**src/rtl/pcu_pkg.sv**
```systemverilog
package pcu_pkg;

    localparam int DATA_W  = 32;
    localparam int CODE_W  = 8;
    localparam int PRE_W   = 8;
    localparam int PRE_LSB = 16;
    localparam int CTRL_OFS = 'h00;
    localparam int CNT_OFS  = 'h20;
    localparam int REG_STEP = 4;

    localparam logic [CODE_W-1:0] EVC_RD_CMD  = 8'h20;
    localparam logic [CODE_W-1:0] EVC_WR_CMD  = 8'h21;
    localparam logic [CODE_W-1:0] EVC_PRECHG  = 8'h31;
    localparam logic [CODE_W-1:0] EVC_ACT     = 8'h32;
    localparam logic [CODE_W-1:0] EVC_REFRESH = 8'h37;

    typedef struct packed {
        logic [CODE_W-1:0] code;
        logic [PRE_W-1:0]  preload;
        logic [12:0]       rsvd;
        logic              en;
        logic              clr;
        logic              ovf;
    } ctrl_t;

    function automatic int ctrl_addr(input int idx);
        return CTRL_OFS + REG_STEP * idx;
    endfunction

    function automatic int cnt_addr(input int idx);
        return CNT_OFS + REG_STEP * idx;
    endfunction

endpackage

```
**src/rtl/pcu_evsel.sv**
```systemverilog
module pcu_evsel
    import pcu_pkg::*;
#(
    parameter int EV_W = 64
) (
    input  logic [EV_W-1:0]   strobe_i,
    input  logic [CODE_W-1:0] code_i,
    output logic              hit_o
);
    localparam int IDX_W = (EV_W > 1) ? $clog2(EV_W) : 1;

    logic in_range;
    assign in_range = ({{(32-CODE_W){1'b0}}, code_i} < 32'(EV_W));

    always_comb begin
        hit_o = 1'b0;
        if (in_range)
            hit_o = strobe_i[code_i[IDX_W-1:0]];
    end
endmodule

```
**src/rtl/pcu_counter.sv**
```systemverilog
module pcu_counter
    import pcu_pkg::*;
#(
    parameter int CNT_W       = 32,
    parameter bit IS_CYCLE    = 1'b0,
    parameter bit STOP_ON_OVF = 1'b1
) (
    input  logic             clk,
    input  logic             rst,
    input  logic             wr_i,
    input  logic [31:0]      wdata_i,
    input  logic             run_i,
    input  logic             hit_i,
    output ctrl_t            ctrl_o,
    output logic [CNT_W-1:0] cnt_o
);
    ctrl_t wf;
    assign wf = ctrl_t'(wdata_i);

    logic             en_q, clr_q, ovf_q;
    logic [PRE_W-1:0]  pre_q;
    logic [CODE_W-1:0] code_q;
    logic [CNT_W-1:0]  cnt_q;

    logic start, clear_req, inc, wrap;
    logic [CNT_W-1:0] pre_val;

    logic unused_wbits;
    assign unused_wbits = ^{wf.rsvd, wf.ovf};

    assign start = wr_i & wf.en & ~en_q;

    always_comb begin
        pre_val = '0;
        pre_val[PRE_LSB +: PRE_W] = wf.preload;
    end

    generate
        if (IS_CYCLE) begin : g_cyc
            logic unused_hit;
            assign unused_hit = hit_i;
            assign clear_req  = wr_i & wf.clr & ~clr_q;
            assign inc        = run_i;
        end else begin : g_evt
            assign clear_req = wr_i & ~wf.clr;
            if (STOP_ON_OVF) begin : g_stop
                assign inc = run_i & en_q & hit_i & ~ovf_q;
            end else begin : g_wrapon
                assign inc = run_i & en_q & hit_i;
            end
        end
    endgenerate

    assign wrap = inc & (&cnt_q);

    always_ff @(posedge clk) begin
        if (rst) begin
            en_q   <= 1'b0;
            clr_q  <= 1'b0;
            ovf_q  <= 1'b0;
            pre_q  <= '0;
            code_q <= '0;
            cnt_q  <= '0;
        end else begin
            if (wr_i) begin
                en_q   <= wf.en;
                pre_q  <= wf.preload;
                code_q <= wf.code;
                clr_q  <= IS_CYCLE ? wf.clr : 1'b1;
            end
            if (start)
                cnt_q <= pre_val;
            else if (clear_req)
                cnt_q <= '0;
            else if (inc)
                cnt_q <= cnt_q + 1'b1;
            if (clear_req)
                ovf_q <= 1'b0;
            else if (wrap)
                ovf_q <= 1'b1;
        end
    end

    assign ctrl_o = '{code: code_q, preload: pre_q, rsvd: '0,
                      en: en_q, clr: clr_q, ovf: ovf_q};
    assign cnt_o  = cnt_q;

    // a start write seeds the preload byte
    a_r4_start_load: assert property (@(posedge clk) disable iff (rst)
        (wr_i && wf.en && !en_q) |=> (cnt_q == $past(pre_val)));

    // no run and no write means the count holds
    a_r7_frozen: assert property (@(posedge clk) disable iff (rst)
        (!run_i && !wr_i) |=> $stable(cnt_q));

    generate
        if (IS_CYCLE) begin : g_a_cyc
            // master counter steps by one while running
            a_r2_cycle_step: assert property (@(posedge clk) disable iff (rst)
                (run_i && !wr_i) |=> (cnt_q == CNT_W'($past(cnt_q) + 1'b1)));
        end else if (STOP_ON_OVF) begin : g_a_stop
            // an overflowed event counter stays put
            a_r9_stop_hold: assert property (@(posedge clk) disable iff (rst)
                (ovf_q && !wr_i) |=> $stable(cnt_q));
        end
    endgenerate
endmodule

```
**src/rtl/pcu_regdec.sv**
```systemverilog
module pcu_regdec
    import pcu_pkg::*;
#(
    parameter int N_CTR = 4,
    parameter int AW    = 8
) (
    input  logic [AW-1:0]               addr_i,
    input  logic                        we_i,
    input  logic [N_CTR-1:0][DATA_W-1:0] ctrl_rd_i,
    input  logic [N_CTR-1:0][DATA_W-1:0] cnt_rd_i,
    output logic [N_CTR-1:0]            wr_ctrl_o,
    output logic [DATA_W-1:0]           rdata_o
);
    generate
        for (genvar n = 0; n < N_CTR; n++) begin : g_wdec
            assign wr_ctrl_o[n] = we_i && (addr_i == AW'(ctrl_addr(n)));
        end
    endgenerate

    always_comb begin
        rdata_o = '0;
        for (int i = 0; i < N_CTR; i++) begin
            if (addr_i == AW'(ctrl_addr(i)))
                rdata_o = ctrl_rd_i[i];
            if (addr_i == AW'(cnt_addr(i)))
                rdata_o = cnt_rd_i[i];
        end
    end
endmodule

```
**src/rtl/pcu_top.sv**
```systemverilog
module pcu_top
    import pcu_pkg::*;
#(
    parameter int N_CTR       = 4,
    parameter int CNT_W       = 32,
    parameter int EV_W        = 64,
    parameter int AW          = 8,
    parameter bit STOP_ON_OVF = 1'b1
) (
    input  logic              clk,
    input  logic              rst,
    input  logic [AW-1:0]     addr_i,
    input  logic [31:0]       wdata_i,
    input  logic              we_i,
    output logic [31:0]       rdata_o,
    input  logic [EV_W-1:0]   ev_i,
    output logic              irq_o
);
    ctrl_t                         ctrl_a [N_CTR];
    logic [CNT_W-1:0]              cnt_a  [N_CTR];
    logic [N_CTR-1:0]              hit;
    logic [N_CTR-1:0]              wr_ctrl;
    logic [N_CTR-1:0][DATA_W-1:0]  ctrl_rd;
    logic [N_CTR-1:0][DATA_W-1:0]  cnt_rd;
    logic                          run_all;

    assign run_all = ctrl_a[0].en & ~ctrl_a[0].ovf;

    generate
        for (genvar n = 0; n < N_CTR; n++) begin : g_ctr
            if (n == 0) begin : g_master
                assign hit[n] = 1'b0;
            end else begin : g_slave
                pcu_evsel #(.EV_W(EV_W)) u_sel (
                    .strobe_i (ev_i),
                    .code_i   (ctrl_a[n].code),
                    .hit_o    (hit[n])
                );
            end

            pcu_counter #(
                .CNT_W       (CNT_W),
                .IS_CYCLE    (n == 0),
                .STOP_ON_OVF (STOP_ON_OVF)
            ) u_cnt (
                .clk     (clk),
                .rst     (rst),
                .wr_i    (wr_ctrl[n]),
                .wdata_i (wdata_i),
                .run_i   (run_all),
                .hit_i   (hit[n]),
                .ctrl_o  (ctrl_a[n]),
                .cnt_o   (cnt_a[n])
            );

            assign ctrl_rd[n] = ctrl_a[n];
            assign cnt_rd[n]  = DATA_W'(cnt_a[n]);
        end
    endgenerate

    pcu_regdec #(.N_CTR(N_CTR), .AW(AW)) u_dec (
        .addr_i    (addr_i),
        .we_i      (we_i),
        .ctrl_rd_i (ctrl_rd),
        .cnt_rd_i  (cnt_rd),
        .wr_ctrl_o (wr_ctrl),
        .rdata_o   (rdata_o)
    );

    assign irq_o = ctrl_a[0].ovf;

    // the interrupt rises only after the master count was all ones
    a_r7_irq_on_wrap: assert property (@(posedge clk) disable iff (rst)
        $rose(irq_o) |-> ($past(cnt_a[0]) == {CNT_W{1'b1}}));

    // only the 0-then-1 clear on counter 0 drops the interrupt
    a_r8_irq_level: assert property (@(posedge clk) disable iff (rst)
        (irq_o && !(wr_ctrl[0] && wdata_i[1] && !ctrl_a[0].clr)) |=> irq_o);
endmodule

```
**config.mk**
```make
export PLATFORM = sky130hd
export DESIGN_NAME = pcu_top
export DESIGN_NICKNAME = d
export VERILOG_FILES = /design/src/rtl/pcu_pkg.sv /design/src/rtl/pcu_evsel.sv /design/src/rtl/pcu_counter.sv /design/src/rtl/pcu_regdec.sv /design/src/rtl/pcu_top.sv
export SDC_FILE = /design/constraint.sdc
export NUM_CORES = 1
export LEC_CHECK = 0
export BUFFER_PORTS_ARGS = -buffer_cell sky130_fd_sc_hd__buf_2
export CAP_MARGIN = 20
export CORE_ASPECT_RATIO = 1.1
export CORE_UTILIZATION = 41
export DETAILED_ROUTE_END_ITERATION = 8
export GPL_TIMING_DRIVEN = 0
export PLACE_DENSITY = 0.63
export SYNTH_ARGS = -nofsm -noshare
export SYNTH_HDL_FRONTEND = slang
export SYNTH_SLANG_ARGS = --single-unit
```
**constraint.sdc**
```tcl
create_clock -name clk -period 5.4 [get_ports clk]
set_input_delay 0.54 -clock clk [delete_from_list [all_inputs] [get_ports clk]]
set_output_delay 0.54 -clock clk [all_outputs]
set_load 0.02 [all_outputs]
```
==> results of run 1 <==
per-stage QoR:
stage	cell area, um^2	utilization, %	power [mW]
2_1_floorplan	12470	-	1.646
3_3_place_gp	13520	45.49	1.745
3_5_place_dp	13530	45.51	1.747
4_1_cts	14360	48.30	3.424
5_1_grt	14360	48.30	3.504
6_report	14360	48.30	3.412
path summary, 6_finish.rpt:
check,slack (ns),endpoint,cells past startpoint,from
max,1.32,g_ctr[1].u_cnt.cnt_o[20],9,g_ctr[1].u_cnt.code_q[1]
min,0.30,g_ctr[0].u_cnt.code_q[5],3,wdata_i[29]
max reg2reg,1.32,g_ctr[1].u_cnt.cnt_o[20],9,g_ctr[1].u_cnt.code_q[1]
min reg2reg,0.45,g_ctr[3].u_cnt.pre_q[4],2,g_ctr[3].u_cnt.pre_q[4]
layout make-up:
type / count / share of cell area (%)
diodes: 1 / 0.01743
plain buffers: 118 / 3.355
clock buffers: 38 / 5.254
clock inverters: 8 / 0.5228
inverters: 28 / 0.7319
multi-input cells: 1199 / 54.34
flip-flops and latches: 204 / 28.44
well taps: 374 / 3.259
repair buffers: 117 / 4.078
kinds of logic (layout without fill, tap and decap cells):
group / Yosys count / count (layout)
compound gates: 350 / 350
xor+xnor: 91 / 91
fa+ha+maj: 4 / 4
buf+inv: 146 / 309
flops: 204 / 204
mux: 101 / 101
other cells: 0 / 1
simple gates: 653 / 653
sequential cells by signal, indices dropped and copies added, names as in the netlist:
name                flops
g_ctr.u_cnt.code_q     32
g_ctr.u_cnt.clr_q       4
g_ctr.u_cnt.en_q        4
g_ctr.u_cnt.ovf_q       4
g_ctr.u_cnt.cnt_o     128
g_ctr.u_cnt.pre_q      32
per-layer routing:
metal,vias to the layer above,track usage [%],share of wire (%)
met5,-,0,0
met3,97,4.423,8.2
met2,629,46.44,45
li1,5916,-,-
met4,0,10.87,3.7
met1,6008,37.55,43
layout by cell type, fill, tap and decap left out, types with 9 or more instances in the layout:
cell type	instances
xor2_1	25
a22oi_1	16
buf_2	130
a21oi_1	133
clkbuf_1	96
dfxtp_1	204
mux4_2	50
nand2_1	245
mux2i_1	50
nor4_1	22
a211oi_1	20
inv_1	28
nand3b_1	10
a2111oi_0	15
o221ai_1	10
and3_1	19
a221oi_1	9
nand2b_1	10
nor3_1	35
o21ai_0	61
nor3b_1	12
clkbuf_16	25
nand4_1	24
a22o_1	9
o211ai_1	11
a31oi_1	10
nor2_1	155
nand3_1	56
and4_1	11
nor2b_1	11
xnor2_1	66
o22a_1	11
worst max-delay path: stages (launching register included):
cell and delay, ns:
dfxtp_1 0.30, buf_2 0.31, buf_2 0.38, mux4_2 0.35, mux2i_1 0.17, a21oi_1 0.13, o2111ai_1 1.01, nand2_1 0.49
and2_1 0.33, a2111oi_0 0.47
power by group through the flow:
stage	logic, mW	clock network [mW]	registers (mW)
floorplan	0.106	0	1.54
global placement	0.206	0	1.54
detailed placement	0.208	0	1.54
CTS	0.209	1.71	1.51
global route	0.225	1.77	1.51
finish	0.212	1.69	1.51
==> impl_metrics.json, run 1 <==
{
  "status": "completed",
  "combPwrFrac_pct": 6.2,
  "synth_compound_area_share_pct": 17.99,
  "cts_tree": "built",
  "ff_latch_area_um2": 4084,
  "overflow": 0,
  "die-area_um2": 31130,
  "slew_violations": 0,
  "max-vdd-ir-drop_mv": 0.1683,
  "fp-row-count": 66,
  "clock-sinks": 204,
  "multi_input_area_um2": 7804,
  "pre_cts_slack_ns": 1.499,
  "skew_ns": 0.01990,
  "final_cells": 2087,
  "max-slew-margin-rel_pct": 18.01,
  "p_int_mw": 2.590,
  "hold_slack_ns": 0.2995,
  "grt_pass1_wl_um": 67990,
  "synth_ff_type": "dfxtp_1",
  "firstDrtPassIters": 7,
  "crit_type": "register to register",
  "synth-xor-area-share_pct": 6.389,
  "required_ns": 5.78,
  "worst-endpoint-arrival_ns": 4.46,
  "start_kind": "register",
  "leakage_nw": 4.711,
  "area_growth_pct": 15.12,
  "synth_top_family_by_area": "simple AND/OR/NAND/NOR gates",
  "synth.most_common_cell": "nand2_1",
  "post_cts_buffers": 0,
  "ys_seq_area_share_pct": 32.74,
  "grt_max_degree": 13,
  "core_area_um2": 29730,
  "maxCapViolCount": 0,
  "endpoint_kind": "register",
  "finalWirelength_um": 44540,
  "synth_top_area_share_pct": 32.74,
  "finalCritPeriodShare_pct": 75.64,
  "layout.nets": 1804,
  "min_path_type": "input port to register",
  "worst_pin_slew_ns": 1.224,
  "h-tree-depth": 1,
  "fillers": 2965,
  "wl_per_cell_um": 21.34,
  "drc": 0,
  "async_reset_ff_share_pct": 0,
  "num_io_pins": 140,
  "synth-adder-area-share_pct": 0.4012,
  "hpwl_um": 34450,
  "syn_inst": 1549,
  "avgSynthCellArea_um2": 8.053,
  "dp_cells": 2040,
  "clk_path_buf_depth": 3,
  "synth_top_cell_by_area": "dfxtp_1",
  "clockPowerShare_pct": 49.6,
  "drtIter0Drc": 1299,
  "synth_common_cells": "nand2_1, dfxtp_1, nor2_1",
  "ys_warn_count": 0,
  "p_sw_share_pct": 24.09,
  "syn_nets": 1660,
  "setup_viol": 0,
  "ys_ff_latch": 204,
  "hold_viol_final": 0,
  "viasPerCell": 6.061,
  "max_freq_ghz": 0.2448,
  "ant_nets": 0,
  "grt_pass1_vias": 11790,
  "clk_latency_ns": 0.54,
  "crit_fanout": 10,
  "synth_edf_count": 0,
  "yosysUniqueCellTypes": 62,
  "clk_pin_slew_ns": 0.06,
  "die_w_um": 168.3,
  "synth_area_um2": 12470,
  "antenna_found_initial": 2,
  "die_h_um": 184.9,
  "fin_crit_ns": 4.085,
  "cts-root-buf": "clkbuf_16",
  "postCtsHoldBufs": 0,
  "cts_resized": 0,
  "finalWorstSetupSlack_ns": 1.315,
  "yosys.area_share.simple_pct": 24.64,
  "initial_utilization_pct": 41.96,
  "drive_above_1_share_pct": 14.02,
  "ys_top_cells_by_area": "dfxtp_1, mux4_2, nand2_1, a21oi_1, nor2_1",
  "grtUsageTotal_pct": 28.35,
  "gp_congestion": 1.028,
  "rsz0062_at_grt": "false",
  "p_per_area_nw_per_um2": 237.6,
  "cts_buffers": 25,
  "portBuffers": 116,
  "synthMuxAreaShare_pct": 13.13,
  "num_vias": 12650,
  "switchingPower_mw": 0.8220,
  "setup_tns_ns": 0,
  "power_frac_seq_pct": 44.1
}
No activity file was read; power rests on OpenSTA's default activity.
==> inputs of run 2 (changes only) <==
- PLACE_DENSITY: 0.63 -> 0.66
- clock period: 5.4 -> 3.6 ns (I/O delays scaled with it)
==> run 2 against run 1 <==
Effect of this change: cell count barely moved; register-to-register slack got worse by 1.1 ns; critical path depth rose by 1; power is 50% higher; sequential power grew 50%; via count shrank 0.96%; die area unchanged; largest power group unchanged.
==> impl_metrics.json, run 2 (same netlist as run 1, synthesis figures left out) <==
{
  "finalWorstSetupSlack_ns": 0.1606,
  "power_frac_seq_pct": 44.3,
  "die_h_um": 184.9,
  "p_int_mw": 3.944,
  "r2r_cells": 9,
  "whs_path_depth": 3,
  "finalWirelength_um": 42600,
  "wl_per_cell_um": 20.43,
  "start_kind": "input port",
  "clockPowerShare_pct": 49.6,
  "skew_ns": 0.01383,
  "clk_latency_ns": 0.52,
  "postCtsHoldBufs": 0,
  "switchingPower_mw": 1.160,
  "finalCritPeriodShare_pct": 95.54,
  "overflow": 0,
  "initial_utilization_pct": 41.96,
  "endpoint_kind": "primary output",
  "drc": 0,
  "grt_max_degree": 13,
  "ant_nets": 0,
  "clk_path_buf_depth": 3,
  "crit_type": "input port to primary output",
  "clk_pin_slew_ns": 0.05,
  "max_freq_ghz": 0.2907,
  "status": "completed",
  "max-vdd-ir-drop_mv": 0.3057,
  "dp_cells": 2039,
  "post_dp_cell_area_um2": 13520,
  "grt_pass1_vias": 11730,
  "hold_end": "g_ctr[1].u_cnt.code_q[1]",
  "fillers": 2976,
  "grt_pass1_wl_um": 65420,
  "grtUsageTotal_pct": 26.89,
  "fp-row-count": 66,
  "die-area_um2": 31130,
  "cts-root-buf": "clkbuf_16",
  "area_growth_pct": 15.42,
  "multi_input_area_um2": 7828,
  "drive_above_1_share_pct": 14.27,
  "worstReg2RegEnd": "g_ctr[1].u_cnt.cnt_o[20]",
  "min_path_type": "input port to register",
  "wl_met3_um": 3545,
  "setup_viol": 0,
  "routed-wl-met2_um": 19920,
  "cts_buffers": 25,
  "leakage_nw": 4.726,
  "fin_crit_ns": 3.439,
  "p_per_area_nw_per_um2": 354.5,
  "required_ns": 3.24,
  "num_io_pins": 140,
  "largest_reg_flops": 128,
  "final_cell_mix": "nand2_1, dfxtp_1, nor2_1",
  "h-tree-depth": 1,
  "antenna_found_initial": 0,
  "portBuffers": 116,
  "hold_viol_final": 0,
  "fin_area_um2": 14400,
  "maxCapViolCount": 0,
  "reg2reg_from": "g_ctr[1].u_cnt.code_q[1]",
  "core_area_um2": 29730,
  "pre_cts_slack_ns": -0.4439,
  "hpwl_um": 33100,
  "final_core_util_pct": 48.43,
  "max-slew-margin-rel_pct": 37.49,
  "slew_violations": 0,
  "highest_layer": "met4",
  "rsz0062_at_grt": "false",
  "setup_tns_ns": 0,
  "final_cells": 2085,
  "layout.nets": 1805,
  "crit_fanout": 10,
  "gp_congestion": 0.9618,
  "p_total_mw": 5.104,
  "worst_pin_slew_ns": 0.9291,
  "worst-endpoint-arrival_ns": 3.08,
  "hold_slack_ns": 0.1308,
  "viasPerCell": 6.009,
  "die_w_um": 168.3,
  "num_vias": 12530,
  "clock-sinks": 204,
  "firstDrtPassIters": 7,
  "hold_path.startpoint": "wdata_i[25]",
  "layout_commonest_cell": "nand2_1",
  "combPwrFrac_pct": 6.1,
  "drtIter0Drc": 1240,
  "ff_latch_area_um2": 4084,
  "p_sw_share_pct": 22.74,
  "met1Wirelength_um": 18160,
  "reg2reg_slack_ns": 0.22,
  "cts_tree": "built"
}
run 2: changes by cell type in the layout (fill, tap and decap cells not counted), sizes merged:
cell	delta
clkinvlp	-1
bufinv	+1
buf	+1
inv	-1
clkinv	-2
run 2: final cells by class:
type	count	share of cell area [%]
inverter	28	0.7300
clock buffer	38	5.240
buffer	118	3.372
tap	374	3.250
multi-input combinational	1199	54.37
sequential	204	28.37
clock inverter	5	0.5214
antenna	1	0.01738
timing repair buffer	118	4.137
run 2: power by group through the flow:
| stage | Clock, mW | Sequential [mW] | Combinational (mW) |
|---|---|---|---|
| floorplan | 0 | 2.31 | 0.160 |
| global placement | 0 | 2.31 | 0.300 |
| detailed placement | 0 | 2.31 | 0.304 |
| CTS | 2.56 | 2.26 | 0.306 |
| global route | 2.65 | 2.26 | 0.331 |
| finish | 2.53 | 2.26 | 0.313 |
run 2: routing by layer:
metal	GRT usage [%]	up-vias
met5	0	-
met4	7.527	0
met3	2.714	79
met2	45.28	523
met1	36.56	6031
li1	-	5896
run 2: how the worst max path moves through the flow:
stage	start	end	slack (ns)	cells after the start
after floorplan	addr_i[7]	rdata_o[28]	0.80	6
after global placement	addr_i[7]	rdata_o[30]	-0.42	9
after detailed placement	addr_i[7]	rdata_o[30]	-0.44	9
after CTS	g_ctr[3].u_cnt.code_q[2]	g_ctr[3].u_cnt.cnt_o[23]	0.008	9
after global routing	g_ctr[1].u_cnt.code_q[1]	g_ctr[1].u_cnt.cnt_o[20]	0.06	9
final	addr_i[7]	rdata_o[22]	0.16	10
run 2: repair_timing:
| action | 4_1_cts | 5_1_grt |
|---|---|---|
| buffers inserted | 2 | 0 |
| pin swaps | 1 | 0 |
| hold endpoints to repair | 0 | 0 |
| setup endpoints to repair | 40 | 25 |
| gates resized for setup | 3 | 7 |
run 2: worst max-delay path, cell delays in order:
cell	delay, ns
buf_2	0.11
nor4_4	0.48
and3_1	0.21
clkbuf_1	0.40
nand2b_1	0.20
clkbuf_1	0.32
o22a_1	0.31
o221ai_1	0.26
o21ai_0	0.21
buf_2	0.21
==> inputs of run 3 (changes only) <==
- CORE_UTILIZATION: 41 -> 35
- PLACE_DENSITY: 0.66 -> 0.58
==> run 3 against run 2 <==
Effect of this change: routed wire length is 5.0% higher; clock power hardly changed; setup slack worse by 0.027 ns; first-iteration DRC count is 3.3% lower; hold slack worse by 0.0064 ns; non-clock buffer count is 1 lower; register-to-register slack worse by 0.08 ns; cell count is 3.4% higher; power hardly changed; clock-buffer cell count is 6 lower; sequential share of layout area is 0.14 points lower; via count is 0.82% lower; largest power group unchanged.
==> impl_metrics.json, run 3 (same netlist as run 1, synthesis figures left out) <==
{
  "num_io_pins": 140,
  "wl_per_cell_um": 20.74,
  "cts_tree": "built",
  "die-area_um2": 36400,
  "clk_pin_slew_ns": 0.06,
  "firstDrtPassIters": 6,
  "hold_slack_ns": 0.1244,
  "post_cts_buffers": 0,
  "hpwl_um": 34690,
  "drive_above_1_share_pct": 14.27,
  "finalCritPeriodShare_pct": 96.28,
  "fillers": 3592,
  "gp_congestion": 0.8997,
  "rsz0062_at_grt": "false",
  "largest_reg_flops": 128,
  "initial_utilization_pct": 35.51,
  "post_dp_cell_area_um2": 13620,
  "viasPerCell": 5.763,
  "hold_viol_final": 0,
  "max_freq_ghz": 0.2885,
  "grt_pass1_vias": 11860,
  "portBuffers": 116,
  "crit_type": "input port to primary output",
  "area_growth_pct": 16.01,
  "core_area_um2": 35130,
  "final_cells": 2156,
  "maxCapViolCount": 0,
  "postCtsHoldBufs": 0,
  "h-tree-depth": 1,
  "worst_pin_slew_ns": 1.091,
  "max-slew-margin-rel_pct": 26.58,
  "fin_area_um2": 14470,
  "dp_cells": 2110,
  "crit_fanout": 10,
  "cts-root-buf": "clkbuf_16",
  "drc": 0,
  "cts_buffers": 24,
  "path_cells": "buf_2 > nor4_4 > and3_1 > clkbuf_1 > nand2b_1 > clkbuf_1 > o22a_1 > o221ai_1 > o21ai_0 > buf_2",
  "ant_nets": 0,
  "endpoint_kind": "primary output",
  "p_per_area_nw_per_um2": 352.9,
  "grtUsageTotal_pct": 24.08,
  "fp-row-count": 72,
  "layout.nets": 1803,
  "grt_max_degree": 13,
  "required_ns": 3.24,
  "min_path_type": "input port to register",
  "start_kind": "input port",
  "leakage_nw": 4.718,
  "finalWirelength_um": 44720,
  "die_w_um": 182.0,
  "final_cell_mix": "nand2_1, dfxtp_1, nor2_1",
  "antenna_found_initial": 2,
  "status": "completed",
  "cp_slowest_cell": "nor4_4",
  "slowest_delay_ns": 0.48,
  "clk_path_buf_depth": 3,
  "p_total_mw": 5.107,
  "layout_commonest_cell": "nand2_1",
  "setup_viol": 0,
  "multi_input_area_um2": 7833,
  "num_vias": 12430,
  "drtIter0Drc": 1199,
  "skew_ns": 0.01813,
  "ff_latch_area_um2": 4084,
  "max-vdd-ir-drop_mv": 0.3390,
  "worst-endpoint-arrival_ns": 3.11,
  "grt_pass1_wl_um": 68400,
  "clock-sinks": 204,
  "fin_crit_ns": 3.466,
  "clk_latency_ns": 0.54,
  "die_h_um": 200.0,
  "slew_violations": 0,
  "overflow": 0
}
-- run 3: worst paths after layout --
path	from	endpoint	slack (ns)	cells after the start
worst max-delay path	addr_i[7]	rdata_o[22]	0.13	10
worst min-delay path	wdata_i[27]	g_ctr[0].u_cnt.code_q[3]	0.12	3
worst max register to register	g_ctr[3].u_cnt.code_q[0]	g_ctr[3].u_cnt.cnt_o[23]	0.14	10
worst min register to register	g_ctr[0].u_cnt.code_q[6]	g_ctr[0].u_cnt.code_q[6]	0.45	2
-- run 3: per-stage QoR --
step	setup TNS, ns	util, %	setup slack (ns)
2_1_floorplan	0	-	0.7971
3_3_place_gp	-11.12	38.74	-0.5511
3_5_place_dp	-11.83	38.76	-0.5916
4_1_cts	0	41.16	0.1391
5_1_grt	0	41.18	0.02347
6_report	0	41.19	0.1341
-- run 3: critical path, delay by kind of cell --
kind | cells | cell delay (ns)
AND/OR/NAND/NOR | 3 | 0.89
buffers and inverters | 4 | 1.03
AO/OA/AOI/OAI | 3 | 0.82
-- run 3: where the power goes --
part           internal [mW]  leakage [nW]  switching, mW
Combinational          0.113          2.67          0.204
Sequential              2.26          1.64       0.000845
Clock                   1.52         0.410           1.01
-- run 3: area by class of cell --
type | instances | area share (%)
flip-flops and latches | 204 | 28.22
diodes | 2 | 0.03458
well taps | 444 | 3.839
multi-input cells | 1199 | 54.12
plain buffers | 118 | 3.346
repair buffers | 117 | 4.064
inverters | 28 | 0.7263
clock buffers | 32 | 4.634
clock inverters | 12 | 1.012
-- run 3: metal layers --
metal  routed length, um  up-vias  global-route usage (%)
met5                   0        -                       0
met2               21090      470                   40.40
met1               19590     5977                   32.65
met4                 969        0                   7.190
li1                    -     5908                       -
met3                3063       71                   2.612
-- run 3: what timing repair did --
action | 4_1_cts | 5_1_grt
setup endpoints to repair | 46 | 2
resized for setup | 5 | 3
gates cloned | 0 | 0
